--- config.mk ---
export PLATFORM = sky130hd
export DESIGN_NAME = sup_reset_ctrl
export DESIGN_NICKNAME = d
export VERILOG_FILES = /design/src/rtl/sup_pkg.sv /design/src/rtl/sup_sync.sv /design/src/rtl/sup_glitch_filter.sv /design/src/rtl/sup_watchdog.sv /design/src/rtl/sup_reset_ctrl.sv
export SDC_FILE = /design/constraint.sdc
export NUM_CORES = 1
export LEC_CHECK = 0
export BUFFER_PORTS_ARGS = -buffer_cell sky130_fd_sc_hd__buf_2
export CORE_ASPECT_RATIO = 1.75
export CORE_UTILIZATION = 28
export CTS_BUF_LIST = sky130_fd_sc_hd__clkbuf_4
export CTS_CLUSTER_SIZE = 28
export DETAILED_ROUTE_END_ITERATION = 10
export HOLD_SLACK_MARGIN = 0.12
export PLACE_DENSITY = 0.51
export SYNTH_ARGS = -nofsm -noshare
export SYNTH_HDL_FRONTEND = slang
export SYNTH_SLANG_ARGS = --single-unit
--- constraint.sdc ---
create_clock -name clk -period 4.3 [get_ports clk]
set_clock_uncertainty 0.1 [all_clocks]
set_input_delay 0.43 -clock clk [delete_from_list [all_inputs] [get_ports clk]]
set_output_delay 0.43 -clock clk [all_outputs]
set_load 0.05 [all_outputs]
--- src/rtl/sup_pkg.sv ---
package sup_pkg;
    localparam int RAIL_COUNT        = 4;
    localparam int RAIL_INPUT_SUPPLY = 3;
    localparam int WD_COUNT          = 2;
endpackage

--- src/rtl/sup_sync.sv ---
module sup_sync #(
    parameter int               WIDTH   = 1,
    parameter int               STAGES  = 2,
    parameter logic [WIDTH-1:0] RST_VAL = '0
) (
    input  logic             clk,
    input  logic             rst_n,
    input  logic [WIDTH-1:0] d_i,
    output logic [WIDTH-1:0] q_o
);
    typedef struct packed {
        logic [STAGES-1:0][WIDTH-1:0] pipe;
    } sync_t;

    sync_t st_d, st_q;

    always_comb begin
        st_d = st_q;
        st_d.pipe[0] = d_i;
        for (int i = 1; i < STAGES; i++) begin
            st_d.pipe[i] = st_q.pipe[i-1];
        end
    end

    always_ff @(posedge clk or negedge rst_n) begin
        if (!rst_n) begin
            for (int i = 0; i < STAGES; i++) begin
                st_q.pipe[i] <= RST_VAL;
            end
        end else begin
            st_q <= st_d;
        end
    end

    assign q_o = st_q.pipe[STAGES-1];
endmodule

--- src/rtl/sup_glitch_filter.sv ---
module sup_glitch_filter #(
    parameter int GLITCH_CYCLES = 8
) (
    input  logic clk,
    input  logic rst_n,
    input  logic mr_n_s_i,
    output logic mr_active_o
);
    localparam int CW = $clog2(GLITCH_CYCLES + 1);
    localparam logic [CW-1:0] FULL = CW'(GLITCH_CYCLES);

    typedef struct packed {
        logic [CW-1:0] cnt;
    } gf_t;

    gf_t st_d, st_q;

    always_comb begin
        st_d = st_q;
        if (mr_n_s_i) begin
            st_d.cnt = '0;
        end else if (st_q.cnt != FULL) begin
            st_d.cnt = st_q.cnt + 1'b1;
        end
    end

    always_ff @(posedge clk or negedge rst_n) begin
        if (!rst_n) st_q <= '0;
        else        st_q <= st_d;
    end

    assign mr_active_o = (st_q.cnt == FULL);

    assert_cnt_bound_R11: assert property (@(posedge clk) disable iff (!rst_n)
        st_q.cnt <= FULL);
    assert_accept_only_low_R10: assert property (@(posedge clk) disable iff (!rst_n)
        $rose(mr_active_o) |-> $past(!mr_n_s_i));
    assert_high_drops_R10: assert property (@(posedge clk) disable iff (!rst_n)
        mr_n_s_i |=> !mr_active_o);
endmodule

--- src/rtl/sup_watchdog.sv ---
module sup_watchdog #(
    parameter int WD_CYCLES = 1000
) (
    input  logic clk,
    input  logic rst_n,
    input  logic hold_i,
    input  logic wdi_s_i,
    output logic expire_o
);
    localparam int CW = (WD_CYCLES > 1) ? $clog2(WD_CYCLES) : 1;
    localparam logic [CW-1:0] LAST = CW'(WD_CYCLES - 1);

    typedef struct packed {
        logic          prev;
        logic [CW-1:0] cnt;
    } wd_t;

    wd_t  st_d, st_q;
    logic serviced;

    always_comb begin
        st_d      = st_q;
        serviced  = (wdi_s_i != st_q.prev);
        st_d.prev = wdi_s_i;
        if (hold_i || serviced) begin
            st_d.cnt = '0;
        end else if (st_q.cnt != LAST) begin
            st_d.cnt = st_q.cnt + 1'b1;
        end
    end

    always_ff @(posedge clk or negedge rst_n) begin
        if (!rst_n) st_q <= '0;
        else        st_q <= st_d;
    end

    assign expire_o = (st_q.cnt == LAST);

    assert_hold_clears_R9: assert property (@(posedge clk) disable iff (!rst_n)
        hold_i |=> st_q.cnt == '0);
    assert_fire_not_held_R7: assert property (@(posedge clk) disable iff (!rst_n)
        $rose(expire_o) |-> !$past(hold_i));
endmodule

--- src/rtl/sup_reset_ctrl.sv ---
module sup_reset_ctrl
    import sup_pkg::*;
#(
    parameter int RAIL_SEL      = 3,
    parameter int SYNC_STAGES   = 2,
    parameter int TRP_CYCLES    = 200,
    parameter int WD1_CYCLES    = 1600,
    parameter int WD2_CYCLES    = 3200,
    parameter int GLITCH_CYCLES = 8
) (
    input  logic                  clk,
    input  logic                  por_n,
    input  logic [RAIL_COUNT-1:0] rail_ok,
    input  logic                  uvlo,
    input  logic [WD_COUNT-1:0]   wdi,
    input  logic                  mr_n,
    output logic                  rst_out_n
);
    localparam int SW = RAIL_COUNT + 2 + WD_COUNT;
    localparam logic [SW-1:0] SYNC_RST = {{RAIL_COUNT{1'b0}}, 1'b1, 1'b1, {WD_COUNT{1'b0}}};
    localparam int TW = (TRP_CYCLES > 1) ? $clog2(TRP_CYCLES) : 1;
    localparam logic [TW-1:0] T_LAST = TW'(TRP_CYCLES - 1);
    localparam logic [1:0] SEL_IDX = RAIL_SEL[1:0];
    localparam bit WATCH_UVLO = (RAIL_SEL == RAIL_INPUT_SUPPLY);

    logic [RAIL_COUNT-1:0] rail_s;
    logic                  uvlo_s, mr_n_s;
    logic [WD_COUNT-1:0]   wdi_s, wd_exp;
    logic                  mr_active, cause;

    sup_sync #(.WIDTH(SW), .STAGES(SYNC_STAGES), .RST_VAL(SYNC_RST)) u_sync (
        .clk   (clk),
        .rst_n (por_n),
        .d_i   ({rail_ok, uvlo, mr_n, wdi}),
        .q_o   ({rail_s, uvlo_s, mr_n_s, wdi_s})
    );

    sup_glitch_filter #(.GLITCH_CYCLES(GLITCH_CYCLES)) u_mr (
        .clk         (clk),
        .rst_n       (por_n),
        .mr_n_s_i    (mr_n_s),
        .mr_active_o (mr_active)
    );

    typedef struct packed {
        logic          hold;
        logic [TW-1:0] cnt;
    } rc_t;

    rc_t st_d, st_q;

    for (genvar g = 0; g < WD_COUNT; g++) begin : g_wd
        localparam int LIM = (g == 0) ? WD1_CYCLES : WD2_CYCLES;
        sup_watchdog #(.WD_CYCLES(LIM)) u_wd (
            .clk      (clk),
            .rst_n    (por_n),
            .hold_i   (st_q.hold),
            .wdi_s_i  (wdi_s[g]),
            .expire_o (wd_exp[g])
        );
    end

    always_comb begin
        cause = !rail_s[SEL_IDX] || (WATCH_UVLO && uvlo_s) || mr_active || (|wd_exp);
        st_d  = st_q;
        if (cause) begin
            st_d.hold = 1'b1;
            st_d.cnt  = '0;
        end else if (st_q.hold) begin
            if (st_q.cnt == T_LAST) begin
                st_d.hold = 1'b0;
                st_d.cnt  = '0;
            end else begin
                st_d.cnt = st_q.cnt + 1'b1;
            end
        end
    end

    always_ff @(posedge clk or negedge por_n) begin
        if (!por_n) begin
            st_q.hold <= 1'b1;
            st_q.cnt  <= '0;
        end else begin
            st_q <= st_d;
        end
    end

    assign rst_out_n = !st_q.hold;

    assert_cause_asserts_R2: assert property (@(posedge clk) disable iff (!por_n)
        cause |=> !rst_out_n);
    assert_release_quiet_R4: assert property (@(posedge clk) disable iff (!por_n)
        $rose(rst_out_n) |-> $past(!cause));
    assert_count_bound_R5: assert property (@(posedge clk) disable iff (!por_n)
        st_q.cnt <= T_LAST);
    assert_idle_count_zero_R4: assert property (@(posedge clk) disable iff (!por_n)
        rst_out_n |-> st_q.cnt == '0);
endmodule

* Word-level counts from Yosys, hierarchy flattened
Cells that the tools add are included.
Operators by class: $add $sub $neg 4, eq/ne operators 9, mux-type cells 10, reductions and logical operators 12
Operators by type and width (count):
- $mux W12 | 2
- $mux W11 | 2
- $mux W9 | 2
- $add A12 B1 Y12 const B | 1
- $eq A12 B12 Y1 const B | 1
- $ne A12 B12 Y1 const B | 1
- $add A11 B1 Y11 const B | 1
- $eq A11 B11 Y1 const B | 1
- $ne A11 B11 Y1 const B | 1
- $add A8 B1 Y8 const B | 1
- $eq A8 B8 Y1 const B | 1
- $mux W4 | 2
- $mux W8 | 1
- $reduce_bool A2 Y1 | 4
- $logic_or A1 B1 Y1 | 5
- $add A4 B1 Y4 const B | 1
- $eq A4 B4 Y1 const B | 1
- $ne A4 B4 Y1 const B | 1
- $logic_not A1 Y1 | 2
- $ne A1 B1 Y1 | 2
- $reduce_or A2 Y1 | 1
- $mux W1 | 1
Word-level totals: register bits 54, input port bits 10, output and inout port bits 1, word-level logic and storage cells 44

* Depth between registers and ports, before layout
Gate-level depths: netlist of run 1.
depth in word-level cells 5, gate-level depth with buffers 6, depth with buffers taken out 6

* Hierarchy
Synthesis of run 1 repeated with hierarchy kept, for this count alone.
Unflattened totals: cell total of the unflattened synthesis 213, area total of the unflattened synthesis 2438.6 um2
By module, submodules not included:
- sup_watchdog (g_wd[1].u_wd) | instances 1, cells each 64, area an instance 655.6 um2, seq. area each 325.3 um2
- sup_watchdog (g_wd[0].u_wd) | instances 1, cells each 62, area an instance 638.1 um2, seq. area each 300.3 um2
- sup_reset_ctrl | instances 1, cells each 51, area an instance 520.5 um2, seq. area each 226.5 um2
- sup_sync | instances 1, cells each 16, area an instance 405.4 um2, seq. area each 405.4 um2
- sup_glitch_filter | instances 1, cells each 20, area an instance 219.0 um2, seq. area each 100.1 um2

* Least setup slack after synthesis of run 1
Ideal clock, no wire load.
path type register to register, start point reg g_wd[1].u_wd.st_q[7] (netlist name), end point reg st_q[6] (netlist name), library setup time 0.131 ns, data arrival time 1.619 ns, data required time 4.069 ns, setup slack 2.450 ns, cell stages (with the launch flop) 5, buffers on the path 0, period minus slack after synthesis 1.850 ns, cells stage by stage dfrtp_1 -> or4b_4 -> nor4_4 -> nand3b_4 -> a31oi_1
On the way: longest elaborated chain between the ends 4, elaborated cells on any way between the ends 5, those cells by class eq/ne (1); mux (1); reduce/logical (3)
RTL lines:
- start, declared | line sup_watchdog.sv:18 | wd_t st_d, st_q;
- start signal, assigned | line sup_watchdog.sv:34 | else st_q <= st_d;
- $eq A12 B12 Y1 * | line sup_watchdog.sv:37 | assign expire_o = (st_q.cnt == LAST);
- $reduce_or A2 Y1 * | line sup_reset_ctrl.sv:64 | cause = !rail_s[SEL_IDX] || (WATCH_UVLO && uvlo_s) || mr_active || (|wd_exp);
- $logic_or A1 B1 Y1 * | line sup_reset_ctrl.sv:64
- $mux W9 or $reduce_bool A2 Y1 (tied branches)
- end signal, assigned | line sup_reset_ctrl.sv:84 | st_q <= st_d;
- end, declared | line sup_reset_ctrl.sv:50 | rc_t st_d, st_q;
Every way passes the cells marked *; elsewhere a longest branch is shown, timed or not. A chain may end at the register's enable or synchronous reset.

* Final worst setup path of run 1
start point reg g_wd[1].u_wd.st_q[7] (netlist name), end point reg st_q[1] (netlist name)
Same word-level chain as after synthesis.

==> results of run 1 <==
==> routing by layer <==
| metal | routed length (um) | global-route usage | share of wire |
|---|---|---|---|
| met4 | 142 | 0.07552 | 0.037 |
| met2 | 2098 | 0.1906 | 0.55 |
| met3 | 72 | 0.02703 | 0.019 |
| met5 | 0 | 0 | 0 |
| met1 | 1516 | 0.1183 | 0.40 |
==> cells by family (layout without fill, tap and decap cells) <==
| group | count (synthesis) | after routing | synth area share |
|---|---|---|---|
| compound gates | 28 | 28 | 0.08636 |
| buf+inv | 12 | 28 | 0.02763 |
| xor+xnor | 18 | 18 | 0.07254 |
| simple gates | 81 | 81 | 0.2055 |
| fa+ha+maj | 5 | 5 | 0.02879 |
| mux | 5 | 5 | 0.02360 |
| flops | 48 | 48 | 0.5556 |
==> state kept, by name, summed over array words and instances (netlist names) <==
| name | flops |
|---|---|
| st_q | 9 |
| u_sync.q_o | 5 |
| g_wd.u_wd.st_q | 25 |
| u_sync.st_d | 5 |
| u_mr.st_q | 4 |
==> critical path: cells and delay by family (launching register included) <==
| family | cells | cell delay, ns |
|---|---|---|
| simple gates | 3 | 1.33 |
| flops | 1 | 0.46 |
| compound gates | 1 | 0.06 |
==> metrics by stage <==
| step | setup WS, ns | utilization | hold WS [ns] |
|---|---|---|---|
| 4_1_cts | 2.195 | 0.3218 | 0.1421 |
| 3_5_place_dp | 2.197 | 0.3045 | 0.2372 |
| 3_3_place_gp | 2.208 | 0.3045 | 0.2325 |
| 5_1_grt | 2.111 | 0.3218 | 0.1920 |
| 2_1_floorplan | 2.450 | - | 0.03441 |
| 6_report | 2.248 | 0.3218 | 0.1133 |
==> cells in the mapped netlist (all sizes together) (2+ instances only) <==
library cell   n  area, sq um
clkbuf         2        7.510
nand3          6        30.03
o21ai          2        10.01
xnor2         10        87.58
nand3b         2        27.53
nor3           5        25.02
mux2i          4        40.04
nand2         15        56.30
or3            2        13.77
or4            2        16.27
nand4          9        62.56
inv            7        26.28
o211ai         3        22.52
a31oi          5        31.28
a21oi          8        40.04
ha             5        62.56
xor2           8        70.07
buf            2        22.52
dfrtp         43         1076
o41ai          2        17.52
nor4           3        33.78
a211oi         2        15.01
and3           3        18.77
nor2          27        101.4
dfstp          5        131.4
==> worst max-delay path by stage <==
stage | slack [ns] | cells past startpoint | endpoint | from
6_report | 2.25 | 4 | st_q[1] | g_wd[1].u_wd.st_q[7]
4_1_cts | 2.20 | 4 | st_q[1] | g_wd[1].u_wd.st_q[7]
5_1_grt | 2.11 | 4 | st_q[1] | g_wd[1].u_wd.st_q[7]
2_1_floorplan | 2.45 | 4 | st_q[6] | g_wd[1].u_wd.st_q[7]
3_3_place_gp | 2.21 | 4 | st_q[2] | g_wd[1].u_wd.st_q[7]
3_5_place_dp | 2.20 | 4 | st_q[2] | g_wd[1].u_wd.st_q[7]
==> timing repair <==
action / 4_1_cts / 5_1_grt
endpoints found under the setup margin: 0 / 0
hold buffers: 5 / 0
endpoints found under the hold margin: 5 / 0
==> layout make-up <==
type / instances / area [sq um]
clock inverter: 3 / 42.54
tap: 88 / 110.1
clock buffer: 5 / 37.54
timing repair buffer: 12 / 85.08
multi-input combinational: 137 / 905.9
inverter: 8 / 30.03
fill: 756 / 5096
sequential: 48 / 1207
==> report_power, final <==
| group | total, mW | leakage (nW) | switching [mW] | internal (mW) |
|---|---|---|---|---|
| Clock | 0.272 | 0.0428 | 0.151 | 0.122 |
| Sequential | 0.467 | 0.631 | 0.00544 | 0.462 |
| Combinational | 0.0288 | 0.314 | 0.0173 | 0.0116 |
==> metrics, run 1 <==
Gate Count Post-Synth=197; final hold viol count=0; crit-path cells=or4b_4 > nor4_4 > nand3b_4 > a21oi_1; Worst R2R Start=g_wd[1].u_wd.st_q[7]; EDFF count, synth=0; Netlist cell types=45; TritonCTS Buffers=5; Worst R2R Setup Slack=2.25 ns; setup TNS=0 ns; global-route wire length before repair=6782 um; P&R area growth vs syn=11.28%; final WL=3829 um; R2R cell count=4; chip width=68.60 um; FP Rows=42; final worst path period share=0.4772; most common cell after layout, fill and taps aside=dfrtp_1; reg2reg end=st_q[1]; MaxCap Viol Count=0; Pins Over Slew Limit=0; Warnings, synthesis=0; Worst setup SP type=register; DR iter-0 viols=25; Placed Area=2288 sq um; cts repair resizes=0; total global routing overflow=0; VDD IR max=281.6 uV; Initial Util=0.2892; Buffers on Ports=7; nets=227; fin crit period=2.052 ns; Post-CTS Setup Inserts=0; via count of the routed design=1456; Required @ worst endpoint=4.47 ns; post-DP HPWL=2600 um; most frequent cells in the layout=43 x dfrtp_1, 27 x nor2_1, 15 x nand2_1; Mean Syn Cell Area=11.03 sq um; Max clock buf depth=2; CTS tree=built; Final setup viols=0; clock latency on the worst-skew pair=0.38 ns; Synth Cell Area=2173 sq um; total I/O pin count=11; number of clock sinks=48; Static Leakage=0.9884 nW; Slew headroom=0.2897; Synth Flop Type=dfrtp_1; DRC errors left=0; fmax=487.4 MHz; RSZ-0062 raised after global routing=no; Clock transition at path regs=0.14 ns; post-synthesis sequential area ratio=0.5556; initial antenna violation count=0; critical path class=reg2reg; antenna fix cells=0; H-tree depth=2; DR vias/cell=4.837; Slowest-stage cell, CP=or4b_4; largest net degree at the start of global routing=49; Die ar.=8132 sq um; routed length per instance=12.72 um; post-route ant nets=0; Mapped Nets=212; first drt pass iteration count=3; PwrDens=317.8 nW/um^2; via count of the first global-routing pass=1536; element type at the critical path end=register; Slew @ Worst Pin=1.066 ns; Non-Filler Instances=301; core area=7515 sq um; Critical Path Max Stage Delay=0.58 ns; Crit Path Max Fanout=10; Placed Cells=288; crit path DAT=2.22 ns; asr flop ratio synth=1.000; layout cells sized above 1=0.1362; Min-Delay Path Class=in2async; status=finished, final reports clean; Power, Total=0.7686 mW; Seq cells post-synth=48; Global Route Usage Sum=0.1134; post-route cell area=2419 sq um; Final GP Congestion=0.7607; Die Y=118.5 um; Root Buffer=clkbuf_4
(Power assumes the default switching activity.)
==> run 2, diff against run 1 <==
- clock period: 4.3 -> 1.9 ns (I/O delays scaled with it)
==> run 2 against run 1 <==
  * Flip-flop and latch count unchanged
  * Largest power group unchanged
  * Maximum frequency rose by 13%
  * Core utilization is 1.6 points higher
  * Critical endpoint is now g_wd[1].u_wd.st_q[5]
  * Die area did not move
  * Wire length rose by 0.37%
  * Via count increased by 5.5%
  * First-iteration DRC count shrank 20%
  * Design area rose by 5.0%
==> metrics, run 2 (same netlist as run 1, synthesis figures left out) <==
status=finished, final reports clean; Required @ worst endpoint=2.11 ns (-2.36 ns); most frequent cells in the layout=43 x dfrtp_1, 27 x nor2_1, 15 x nand2_1; Die Y=118.5 um (unchanged); Slew @ Worst Pin=0.6130 ns (-0.4525 ns); Fill cells=765 (+1.2%); max FFs per register=25 (unchanged); top flop regs=g_wd.u_wd.st_q x25, st_q x9; Final Util=0.3380 (+0.01615); final WL=3843 um (+0.37%); Clock transition at path regs=0.14 ns (about the same); first drt pass iteration count=4 (+1); FP Rows=42 (unchanged); worst hold slack=0.2641 ns (+0.1509 ns); post-DP HPWL=2654 um (+2.1%); RSZ-0062 raised after global routing=no; P&R area growth vs syn=16.87%; DR iter-0 viols=20 (-20%); number of clock sinks=48 (unchanged); largest net degree at the start of global routing=49 (unchanged); Global Route Usage Sum=0.1133 (about the same); PwrDens=683.9 nW/um^2 (+120%); Final GP Congestion=0.7448 (-2.1%); CTS tree=built; initial antenna violation count=1 (+1); Initial Util=0.2892 (unchanged); Buffers on Ports=7 (unchanged); Placed Area=2379 sq um (+3.9%); DR vias/cell=4.876 (+0.81%); Storage cell area=1207 sq um (unchanged); routed length per instance=12.20 um (-4.1%); critical path class=reg2reg; H-tree depth=2 (unchanged); Placed Cells=300 (+4.2%); area occupied by multi-input gates=920.9 sq um (+1.7%); Post-CTS Setup Inserts=0 (unchanged); DRC errors left=0 (unchanged); Top reg by flops=g_wd.u_wd.st_q; Max clock buf depth=2 (unchanged); Non-Filler Instances=315 (+4.7%); Power, Total=1.737 mW (+130%); post-route cell area=2540 sq um (+5.0%); via count of the routed design=1536 (+5.5%); element type at the critical path end=register; TritonCTS Buffers=5 (unchanged); Pins Over Slew Limit=0 (unchanged); Static Leakage=1.054 nW (+6.6%); Crit Path Max Fanout=3 (-7); total global routing overflow=0 (unchanged); clock latency on the worst-skew pair=0.38 ns (about the same); layout cells sized above 1=0.2035 (+0.06739); final worst path period share=0.9546 (+0.4774); VDD IR max=411.8 uV (+46%); nets=240 (+5.7%); crit path DAT=2.02 ns (-0.20 ns); fin crit period=1.814 ns (-0.2380 ns); global-route wire length before repair=6837 um (+0.81%); Root Buffer=clkbuf_4; fmax=551.3 MHz (+13%); post-route ant nets=0 (unchanged); Slew headroom=0.5913 (+0.3017); Die ar.=8132 sq um (unchanged); final hold viol count=0 (unchanged); total I/O pin count=11 (unchanged); via count of the first global-routing pass=1572 (+2.3%); Worst setup SP type=register; core area=7515 sq um (unchanged); most common cell after layout, fill and taps aside=dfrtp_1; Final setup viols=0 (unchanged); chip width=68.60 um (unchanged); MaxCap Viol Count=0 (unchanged); Min-Delay Path Class=reg2reg
==> run 2: worst paths after layout <==
path                                       from                   end  slack, ns  depth (start not counted)
hold reg to reg                 u_sync.st_d[10]         u_sync.q_o[2]       0.26                          0
max in group asynchronous                 por_n  g_wd[1].u_wd.st_q[1]       0.96                          3
min in group asynchronous                 por_n  g_wd[0].u_wd.st_q[0]       0.33                          3
setup reg to reg           g_wd[1].u_wd.st_q[0]  g_wd[1].u_wd.st_q[5]       0.09                          5
hold / removal                  u_sync.st_d[10]         u_sync.q_o[2]       0.26                          0
setup / recovery           g_wd[1].u_wd.st_q[0]  g_wd[1].u_wd.st_q[5]       0.09                          5
==> run 2: per-layer routing <==
| metal | global-route usage | share of wire |
|---|---|---|
| met5 | 0 | 0 |
| met1 | 0.1205 | 0.40 |
| met2 | 0.1949 | 0.55 |
| met4 | 0.06250 | 0.029 |
| met3 | 0.02606 | 0.017 |
==> run 2: through the flow <==
stage | TNS [ns] | worst slack, ns
3_3_place_gp | 0 | 0.008747
5_1_grt | 0 | 0.01599
3_5_place_dp | -0.0009742 | -0.0009742
4_1_cts | 0 | 0.03054
2_1_floorplan | 0 | 0.04992
6_report | 0 | 0.08626
==> run 2: worst max-delay path, cell delays in order, from the launching register on <==
cell and delay, ns:
dfrtp_1 0.44, ha_2 0.21, nand4_1 0.17, nor4_4 0.08, or4_2 0.61, a21oi_1 0.15
==> run 2: area by class of cell <==
cell class / instances / area share
Antenna cell: 1 / 0.0009852
Inverter: 8 / 0.01330
Clock inverter: 3 / 0.01675
Tap cell: 88 / 0.04335
Timing Repair Buffer: 25 / 0.07291
Sequential cell: 48 / 0.4754
Multi-Input combinational cell: 137 / 0.3626
Clock buffer: 5 / 0.01478
==> run 2: what timing repair did <==
action | in CTS | in global routing
endpoints found under the setup margin | 1 | 10
cloned | 0 | 0
hold endpoints to repair | 48 | 0
pin swaps | 0 | 1
gates resized for setup | 1 | 4
hold buffers | 6 | 0
==> run 2: power breakdown <==
| part | switching, mW | total [mW] | leakage, nW | internal [mW] |
|---|---|---|---|---|
| logic | 0.0394 | 0.0700 | 0.380 | 0.0306 |
| clock network | 0.334 | 0.610 | 0.0428 | 0.275 |
| registers | 0.0123 | 1.06 | 0.631 | 1.05 |
| total | 0.386 | 1.74 | 1.05 | 1.35 |
